===== config.mk =====
export PLATFORM = sky130hd
export DESIGN_NAME = wcm_top
export DESIGN_NICKNAME = d
export VERILOG_FILES = /design/src/rtl/wcm_pkg.sv /design/src/rtl/wcm_merge_buf.sv /design/src/rtl/wcm_bus_slot.sv /design/src/rtl/wcm_order_ctl.sv /design/src/rtl/wcm_top.sv
export SDC_FILE = /design/constraint.sdc
export NUM_CORES = 1
export LEC_CHECK = 0
export BUFFER_PORTS_ARGS = -buffer_cell sky130_fd_sc_hd__buf_2
export CAP_MARGIN = 20
export CORE_MARGIN = 2
export CORE_UTILIZATION = 30
export CTS_CLUSTER_DIAMETER = 80
export DETAILED_ROUTE_END_ITERATION = 12
export SYNTH_ARGS = -nofsm -noshare
export SYNTH_HDL_FRONTEND = slang
export SYNTH_SLANG_ARGS = --single-unit

===== constraint.sdc =====
create_clock -name clk_i -period 3.06 [get_ports clk_i]
set_input_delay 0 -clock clk_i [delete_from_list [all_inputs] [get_ports clk_i]]
set_output_delay 0 -clock clk_i [all_outputs]
set_load 0.03 [all_outputs]

===== src/rtl/wcm_pkg.sv =====
package wcm_pkg;
  localparam int unsigned WCM_ADDR_W = 32;
  localparam int unsigned WCM_LANES  = 8;

  typedef enum logic [1:0] {
    FL_NONE,
    FL_STORE,
    FL_COMMIT
  } flush_cause_e;
endpackage


===== src/rtl/wcm_merge_buf.sv =====
module wcm_merge_buf #(
  parameter int unsigned AddrW = 32,
  parameter int unsigned Lanes = 8,
  localparam int unsigned OffW  = $clog2(Lanes),
  localparam int unsigned BlkW  = AddrW - OffW,
  localparam int unsigned DataW = 8 * Lanes
) (
  input  logic             clk_i,
  input  logic             rst_ni,
  input  logic             load_i,
  input  logic             flush_i,
  input  logic [BlkW-1:0]  blk_i,
  input  logic [Lanes-1:0] be_i,
  input  logic [DataW-1:0] data_i,
  output logic             valid_o,
  output logic [BlkW-1:0]  blk_o,
  output logic [Lanes-1:0] be_o,
  output logic [DataW-1:0] data_o
);

  always_ff @(posedge clk_i or negedge rst_ni) begin
    if (!rst_ni) begin
      valid_o <= 1'b0;
      blk_o   <= '0;
      be_o    <= '0;
    end else if (flush_i) begin
      valid_o <= 1'b0;
      be_o    <= '0;
    end else if (load_i) begin
      valid_o <= 1'b1;
      blk_o   <= blk_i;
      be_o    <= valid_o ? (be_o | be_i) : be_i;
    end
  end

  for (genvar g = 0; g < Lanes; g++) begin : g_lane
    always_ff @(posedge clk_i or negedge rst_ni) begin
      if (!rst_ni) begin
        data_o[8*g +: 8] <= '0;
      end else if (load_i && be_i[g]) begin
        data_o[8*g +: 8] <= data_i[8*g +: 8];
      end
    end
  end

  // Merging never drops a lane already held
  p_be_grow_r1: assert property (@(posedge clk_i) disable iff (!rst_ni)
    valid_o && load_i && !flush_i |=> (be_o & $past(be_o)) == $past(be_o));

  p_flush_empty_r7: assert property (@(posedge clk_i) disable iff (!rst_ni)
    flush_i |=> !valid_o);

endmodule


===== src/rtl/wcm_bus_slot.sv =====
module wcm_bus_slot #(
  parameter int unsigned AddrW = 32,
  parameter int unsigned Lanes = 8,
  localparam int unsigned DataW = 8 * Lanes
) (
  input  logic             clk_i,
  input  logic             rst_ni,
  input  logic             load_i,
  input  logic [AddrW-1:0] addr_i,
  input  logic [Lanes-1:0] be_i,
  input  logic [DataW-1:0] data_i,
  input  logic             ready_i,
  output logic             free_o,
  output logic             valid_o,
  output logic [AddrW-1:0] addr_o,
  output logic [Lanes-1:0] be_o,
  output logic [DataW-1:0] data_o
);

  assign free_o = !valid_o || ready_i;

  always_ff @(posedge clk_i or negedge rst_ni) begin
    if (!rst_ni) begin
      valid_o <= 1'b0;
      addr_o  <= '0;
      be_o    <= '0;
      data_o  <= '0;
    end else if (load_i) begin
      valid_o <= 1'b1;
      addr_o  <= addr_i;
      be_o    <= be_i;
      data_o  <= data_i;
    end else if (ready_i) begin
      valid_o <= 1'b0;
    end
  end

  p_bus_hold_r2: assert property (@(posedge clk_i) disable iff (!rst_ni)
    valid_o && !ready_i |=> valid_o && $stable(addr_o) && $stable(be_o) && $stable(data_o));

  p_no_overwrite_r8: assert property (@(posedge clk_i) disable iff (!rst_ni)
    load_i |-> !valid_o || ready_i);

endmodule


===== src/rtl/wcm_order_ctl.sv =====
module wcm_order_ctl (
  input  logic clk_i,
  input  logic rst_ni,
  input  logic commit_req_i,
  input  logic ord_dis_i,
  input  logic wbe_n_i,
  input  logic buf_valid_i,
  input  logic bus_pend_i,
  output logic commit_ok_o,
  output logic flush_req_o
);

  logic drained;
  assign drained     = !wbe_n_i && !buf_valid_i && !bus_pend_i;
  assign commit_ok_o = commit_req_i && (ord_dis_i || drained);
  assign flush_req_o = commit_req_i && !ord_dis_i && buf_valid_i;

  p_dis_no_flush_r6: assert property (@(posedge clk_i) disable iff (!rst_ni)
    commit_req_i && ord_dis_i |-> commit_ok_o && !flush_req_o);

  p_flush_blocks_commit_r7: assert property (@(posedge clk_i) disable iff (!rst_ni)
    flush_req_o |-> !commit_ok_o);

endmodule


===== src/rtl/wcm_top.sv =====
module wcm_top
  import wcm_pkg::*;
#(
  parameter int unsigned AddrW = WCM_ADDR_W,
  parameter int unsigned Lanes = WCM_LANES,
  localparam int unsigned OffW  = $clog2(Lanes),
  localparam int unsigned BlkW  = AddrW - OffW,
  localparam int unsigned DataW = 8 * Lanes
) (
  input  logic             clk_i,
  input  logic             rst_ni,
  input  logic             st_valid_i,
  output logic             st_ready_o,
  input  logic [AddrW-1:0] st_addr_i,
  input  logic [Lanes-1:0] st_be_i,
  input  logic [DataW-1:0] st_data_i,
  input  logic             st_wc_i,
  input  logic             commit_req_i,
  output logic             commit_ok_o,
  input  logic             wbe_n_i,
  input  logic             ord_dis_i,
  output logic             bus_valid_o,
  input  logic             bus_ready_i,
  output logic [AddrW-1:0] bus_addr_o,
  output logic [DataW-1:0] bus_data_o,
  output logic [Lanes-1:0] bus_be_o
);

  logic             buf_v;
  logic [BlkW-1:0]  buf_blk;
  logic [Lanes-1:0] buf_be;
  logic [DataW-1:0] buf_data;
  logic [BlkW-1:0]  st_blk;
  logic             same_blk;
  logic             slot_free;
  logic             cflush_req;
  logic             st_flush_req;
  flush_cause_e     cause;
  logic             do_flush;
  logic             do_merge;
  logic             do_direct;
  logic             slot_load;
  logic [AddrW-1:0] slot_addr;
  logic [Lanes-1:0] slot_be;
  logic [DataW-1:0] slot_data;

  assign st_blk   = st_addr_i[AddrW-1:OffW];
  assign same_blk = buf_v && (buf_blk == st_blk);

  assign st_flush_req = st_valid_i && buf_v && (!st_wc_i || !same_blk);

  always_comb begin
    if (cflush_req)        cause = FL_COMMIT;
    else if (st_flush_req) cause = FL_STORE;
    else                   cause = FL_NONE;
  end

  assign do_flush = (cause != FL_NONE) && slot_free;

  // Commit-forced flush stalls stores; wc joins empty or same block; non-wc needs empty buffer and free slot
  always_comb begin
    if (cflush_req)   st_ready_o = 1'b0;
    else if (st_wc_i) st_ready_o = !buf_v || same_blk;
    else              st_ready_o = !buf_v && slot_free;
  end

  assign do_merge  = st_valid_i && st_ready_o && st_wc_i;
  assign do_direct = st_valid_i && st_ready_o && !st_wc_i;
  assign slot_load = do_flush || do_direct;

  always_comb begin
    if (do_flush) begin
      slot_addr = {buf_blk, {OffW{1'b0}}};
      slot_be   = buf_be;
      slot_data = buf_data;
    end else begin
      slot_addr = {st_blk, {OffW{1'b0}}};
      slot_be   = st_be_i;
      slot_data = st_data_i;
    end
  end

  wcm_merge_buf #(.AddrW(AddrW), .Lanes(Lanes)) u_buf (
    .clk_i   (clk_i),
    .rst_ni  (rst_ni),
    .load_i  (do_merge),
    .flush_i (do_flush),
    .blk_i   (st_blk),
    .be_i    (st_be_i),
    .data_i  (st_data_i),
    .valid_o (buf_v),
    .blk_o   (buf_blk),
    .be_o    (buf_be),
    .data_o  (buf_data)
  );

  wcm_bus_slot #(.AddrW(AddrW), .Lanes(Lanes)) u_slot (
    .clk_i   (clk_i),
    .rst_ni  (rst_ni),
    .load_i  (slot_load),
    .addr_i  (slot_addr),
    .be_i    (slot_be),
    .data_i  (slot_data),
    .ready_i (bus_ready_i),
    .free_o  (slot_free),
    .valid_o (bus_valid_o),
    .addr_o  (bus_addr_o),
    .be_o    (bus_be_o),
    .data_o  (bus_data_o)
  );

  wcm_order_ctl u_ord (
    .clk_i        (clk_i),
    .rst_ni       (rst_ni),
    .commit_req_i (commit_req_i),
    .ord_dis_i    (ord_dis_i),
    .wbe_n_i      (wbe_n_i),
    .buf_valid_i  (buf_v),
    .bus_pend_i   (bus_valid_o),
    .commit_ok_o  (commit_ok_o),
    .flush_req_o  (cflush_req)
  );

  p_merge_flush_excl_r8: assert property (@(posedge clk_i) disable iff (!rst_ni)
    $onehot0({do_merge, do_flush, do_direct}));

  p_commit_order_r5: assert property (@(posedge clk_i) disable iff (!rst_ni)
    commit_ok_o && !ord_dis_i |-> !bus_valid_o && !wbe_n_i);

  p_cflush_moves_r7: assert property (@(posedge clk_i) disable iff (!rst_ni)
    cflush_req && slot_free |=> bus_valid_o && !buf_v);

  p_stall_busy_r8: assert property (@(posedge clk_i) disable iff (!rst_ni)
    st_valid_i && buf_v && !st_wc_i |-> !st_ready_o);

  p_new_block_r3: assert property (@(posedge clk_i) disable iff (!rst_ni)
    do_merge && !buf_v |=> buf_v && bus_valid_o == $past(bus_valid_o && !bus_ready_i));

endmodule


==> impl_results.md <==
* Critical Path RT at 3.46 ns
* Layout cell share with drive strength beyond 1 at 0.5870
* Hold Path Origin: bus_ready_i
* Worst path buffer plus inverter count at 2
* # diodes at 0
* H-tree depth at 1
* Worst Path Arrival at 3.06 ns
* Starting Density at 0.3036
* Post-layout nets at 1,062
* FF+latch area at 5105 sq um
* Final non-filler cell area at 12,620 sq um
* # setup viols final at 0
* I/O Buffers at 212
* Die width at 179.5 um
* Share of the synthesized area in the top cell type at 0.5526
* Vias/cell at 4.475
* Post-layout utilization of the core at 0.4148
* Post-route insts no fill at 1,362
* Global-route wire length before repair at 35,660 um
* Initial drt markers at 126
* Pins Over Slew Limit at 0
* Initial antenna violation count at 0
* EDFF count, synth at 0
* Run status: finished clean
* Final period util at 0.8695
* R2r startpoint: u_buf.blk_o[7]$_DFFE_PN0P_
* Synth cell types at 31
* Critical Path Fanout Max at 9
* Primary FF master, synth: dfrtp_1
* All-Layer GR Usage at 0.1343
* Vias in the first global route at 6,647
* Worst slew margin at 0.5250
* Clock Sinks at 204
* Final antenna-violating net count at 0
* RSZ-0062 raised after global routing: no
* Worst path cell trace: xnor2_1 -> nand4_1 -> or4_1 -> o21a_1 -> buf_4 -> nor2_2 -> buf_4 -> mux2_2
* Fin. Hold Viols at 0
* PD cells at 1033 nW/um^2
* Flops & latches, synth at 204
* Ys async rst share at 1.000
* Family with the most delay on the worst path: simple AND/OR/NAND/NOR gates
* LEAKAGE at 5.756 nW
* Root Driver: clkbuf_16
* Hold Path Class: primary input to register
* Top-count cell post-synth: mux2_2
* Die area at 32,210 sq um
* Area Growth Syn to Fin at 36.63%
* Skew final at 0.01073 ns
* CTS max path bufs at 3
* Crit. End Element: register
* Max VDD drop at 0.0005440 V
* CTS Buf Count at 24
* Hold depth at 4
* Die Y at 179.5 um
* Tmin final at 2.661 ns
* Clk pin slew, worst setup/hold paths at 0.06 ns
* Largest cells by area after synthesis: dfrtp_1 (55%), mux2_2 (35%), mux2_4 (1.6%)
* Via count at 6,095
* Grt ovf at 0
* DP Area at 10,870 sq um
* Max-cap violation count at 0
* RR Endpoint: u_buf.data_o[29]$_DFFE_PN0P_
* # IOs at 219
* Post-placement cell count at 1,216
* Area of the multi-input gates at 3998 sq um
* Post-synth top cells: mux2_2 (285), dfrtp_1 (204), clkbuf_1 (16), xor2_1 (16), xnor2_1 (13)
* Measured slew at the worst slew-check pin at 0.7124 ns
* Worst setup path endpoint: u_buf.data_o[29]$_DFFE_PN0P_
* TNS Setup at 0 ns
* Ys Warns at 0
* WS Path Type: register to register
* Largest net degree at the start of global routing at 82
* Fillcell total at 2,906
* # DRC at 0
* DPL Wire Length at 14,170 um
* Fmax at 375.8 MHz
* Setup Buffers After CTS at 0
* Reg2Reg Setup Slack at 0.40 ns
* 1st-pass router iterations at 4
* Synth area leader: dfrtp_1
* RePlAce Congestion at 0.7189
* DR WL/cell at 16.00 um
* CP max stage delay at 0.51 ns
* Setup crit start kind: register
* Clock tree from TritonCTS: done
* CP max stage cell: or4_1
* Post-Syn Instances at 619
* Worst-skew pair later-pin latency at 0.51 ns
* R2R depth at 8
* Avg Inst Size Synth at 14.92 sq um
* Core Region at 30,430 sq um
* WP depth at 8
* Site Rows at 64
* Mapped Area at 9238 sq um
* CP dominant cell by count: buf_4
* WL final at 21,800 um
* Crit path from: u_buf.blk_o[7]$_DFFE_PN0P_
* Sequential fraction of the synthesis area at 0.5526
-- sequential cells by signal (all words and copies together), names as in the netlist --
| signal | count |
|---|---|
| u_buf.blk_o | 29 |
| u_slot.data_o | 64 |
| u_buf.valid_o | 1 |
| u_slot.addr_o | 29 |
| u_buf.be_o | 8 |
| u_slot.be_o | 8 |
| u_slot.valid_o | 1 |
| u_buf.data_o | 64 |
-- cells by family (layout without fill, tap and decap cells) --
family / count (synthesis) / count (layout) / synth area share
compound gates: 16 / 16 / 0.01260
xor+xnor: 29 / 29 / 0.02750
buf+inv: 32 / 377 / 0.01815
flops: 204 / 204 / 0.5526
mux: 295 / 295 / 0.3637
other cells: 1 / 3 / 0.0004059
simple gates: 42 / 42 / 0.02506
-- per-stage QoR --
step | hold slack (ns) | worst slack [ns] | power [mW]
2_1_floorplan | -0.2956 | 0.7557 | 8.869
3_3_place_gp | 0.1080 | 0.3077 | 10.29
3_5_place_dp | 0.1060 | 0.2993 | 10.44
4_1_cts | 0.005179 | 0.2910 | 13.27
5_1_grt | 0.03865 | 0.2180 | 13.90
6_report | 0.03020 | 0.3992 | 13.04
-- how the worst min path moves through the flow --
stage               slack (ns)                            end
global route              0.04     u_slot.valid_o$_DFFE_PN0P_
detailed placement        0.11  u_slot.addr_o[28]$_DFFE_PN0P_
global placement          0.11  u_slot.addr_o[28]$_DFFE_PN0P_
finish                    0.03     u_slot.valid_o$_DFFE_PN0P_
floorplan                -0.30      u_buf.be_o[0]$_DFFE_PN0P_
CTS                      0.005     u_slot.valid_o$_DFFE_PN0P_
-- final cells by class --
| type | count | share of cell area |
|---|---|---|
| clock buffers | 38 | 0.05502 |
| clock inverters | 4 | 0.001586 |
| inverters | 2 | 0.0005948 |
| multi-input cells | 385 | 0.3167 |
| flip-flops and latches | 204 | 0.4045 |
| well taps | 396 | 0.03926 |
| repair buffers | 333 | 0.1823 |
-- power by group --
| part | leakage (nW) | internal [mW] | switching, mW |
|---|---|---|---|
| Sequential | 2.45 | 4.07 | 0.699 |
| Clock | 0.351 | 1.54 | 1.07 |
| Combinational | 2.96 | 2.74 | 2.92 |
| Total | 5.76 | 8.35 | 4.69 |
-- worst min-delay path, cell delays in order --
cell and delay [ns]:
buf_2 0.09, nand2b_1 0.23, nand2_1 0.09, or2_2 0.10
-- cell usage in the layout, fill, tap and decap left out --
master	n
a211oi_4	1
a21o_1	8
a21oi_1	2
a221o_1	1
buf_12	5
buf_2	211
buf_4	12
clkbuf_1	11
clkbuf_16	25
clkbuf_8	3
clkinv_2	4
conb_1	3
dfrtp_1	204
dlygate4sd3_1	104
inv_1	2
mux2_2	285
mux2_4	10
nand2_1	10
nand2b_1	3
nand2b_4	1
nand3_1	1
nand3_4	1
nand3b_1	1
nand4_1	4
nor2_1	5
nor2_2	8
nor3_1	1
nor4_1	5
o21a_1	2
o21ai_0	1
o22a_1	1
or2_2	1
or4_1	1
xnor2_1	13
xor2_1	16
-- per-layer routing --
layer  global-route usage  part of all wire
met5                    0                 0
met4              0.03870             0.027
met3              0.03809             0.065
met2               0.2231              0.48
met1               0.1706              0.43
-- timing repair --
| item | 4_1_cts | 5_1_grt |
|---|---|---|
| gates resized for setup | 0 | 0 |
| hold endpoints to repair | 278 | 0 |
| hold buffers | 104 | 0 |
No activity file was read; power rests on OpenSTA's default activity.
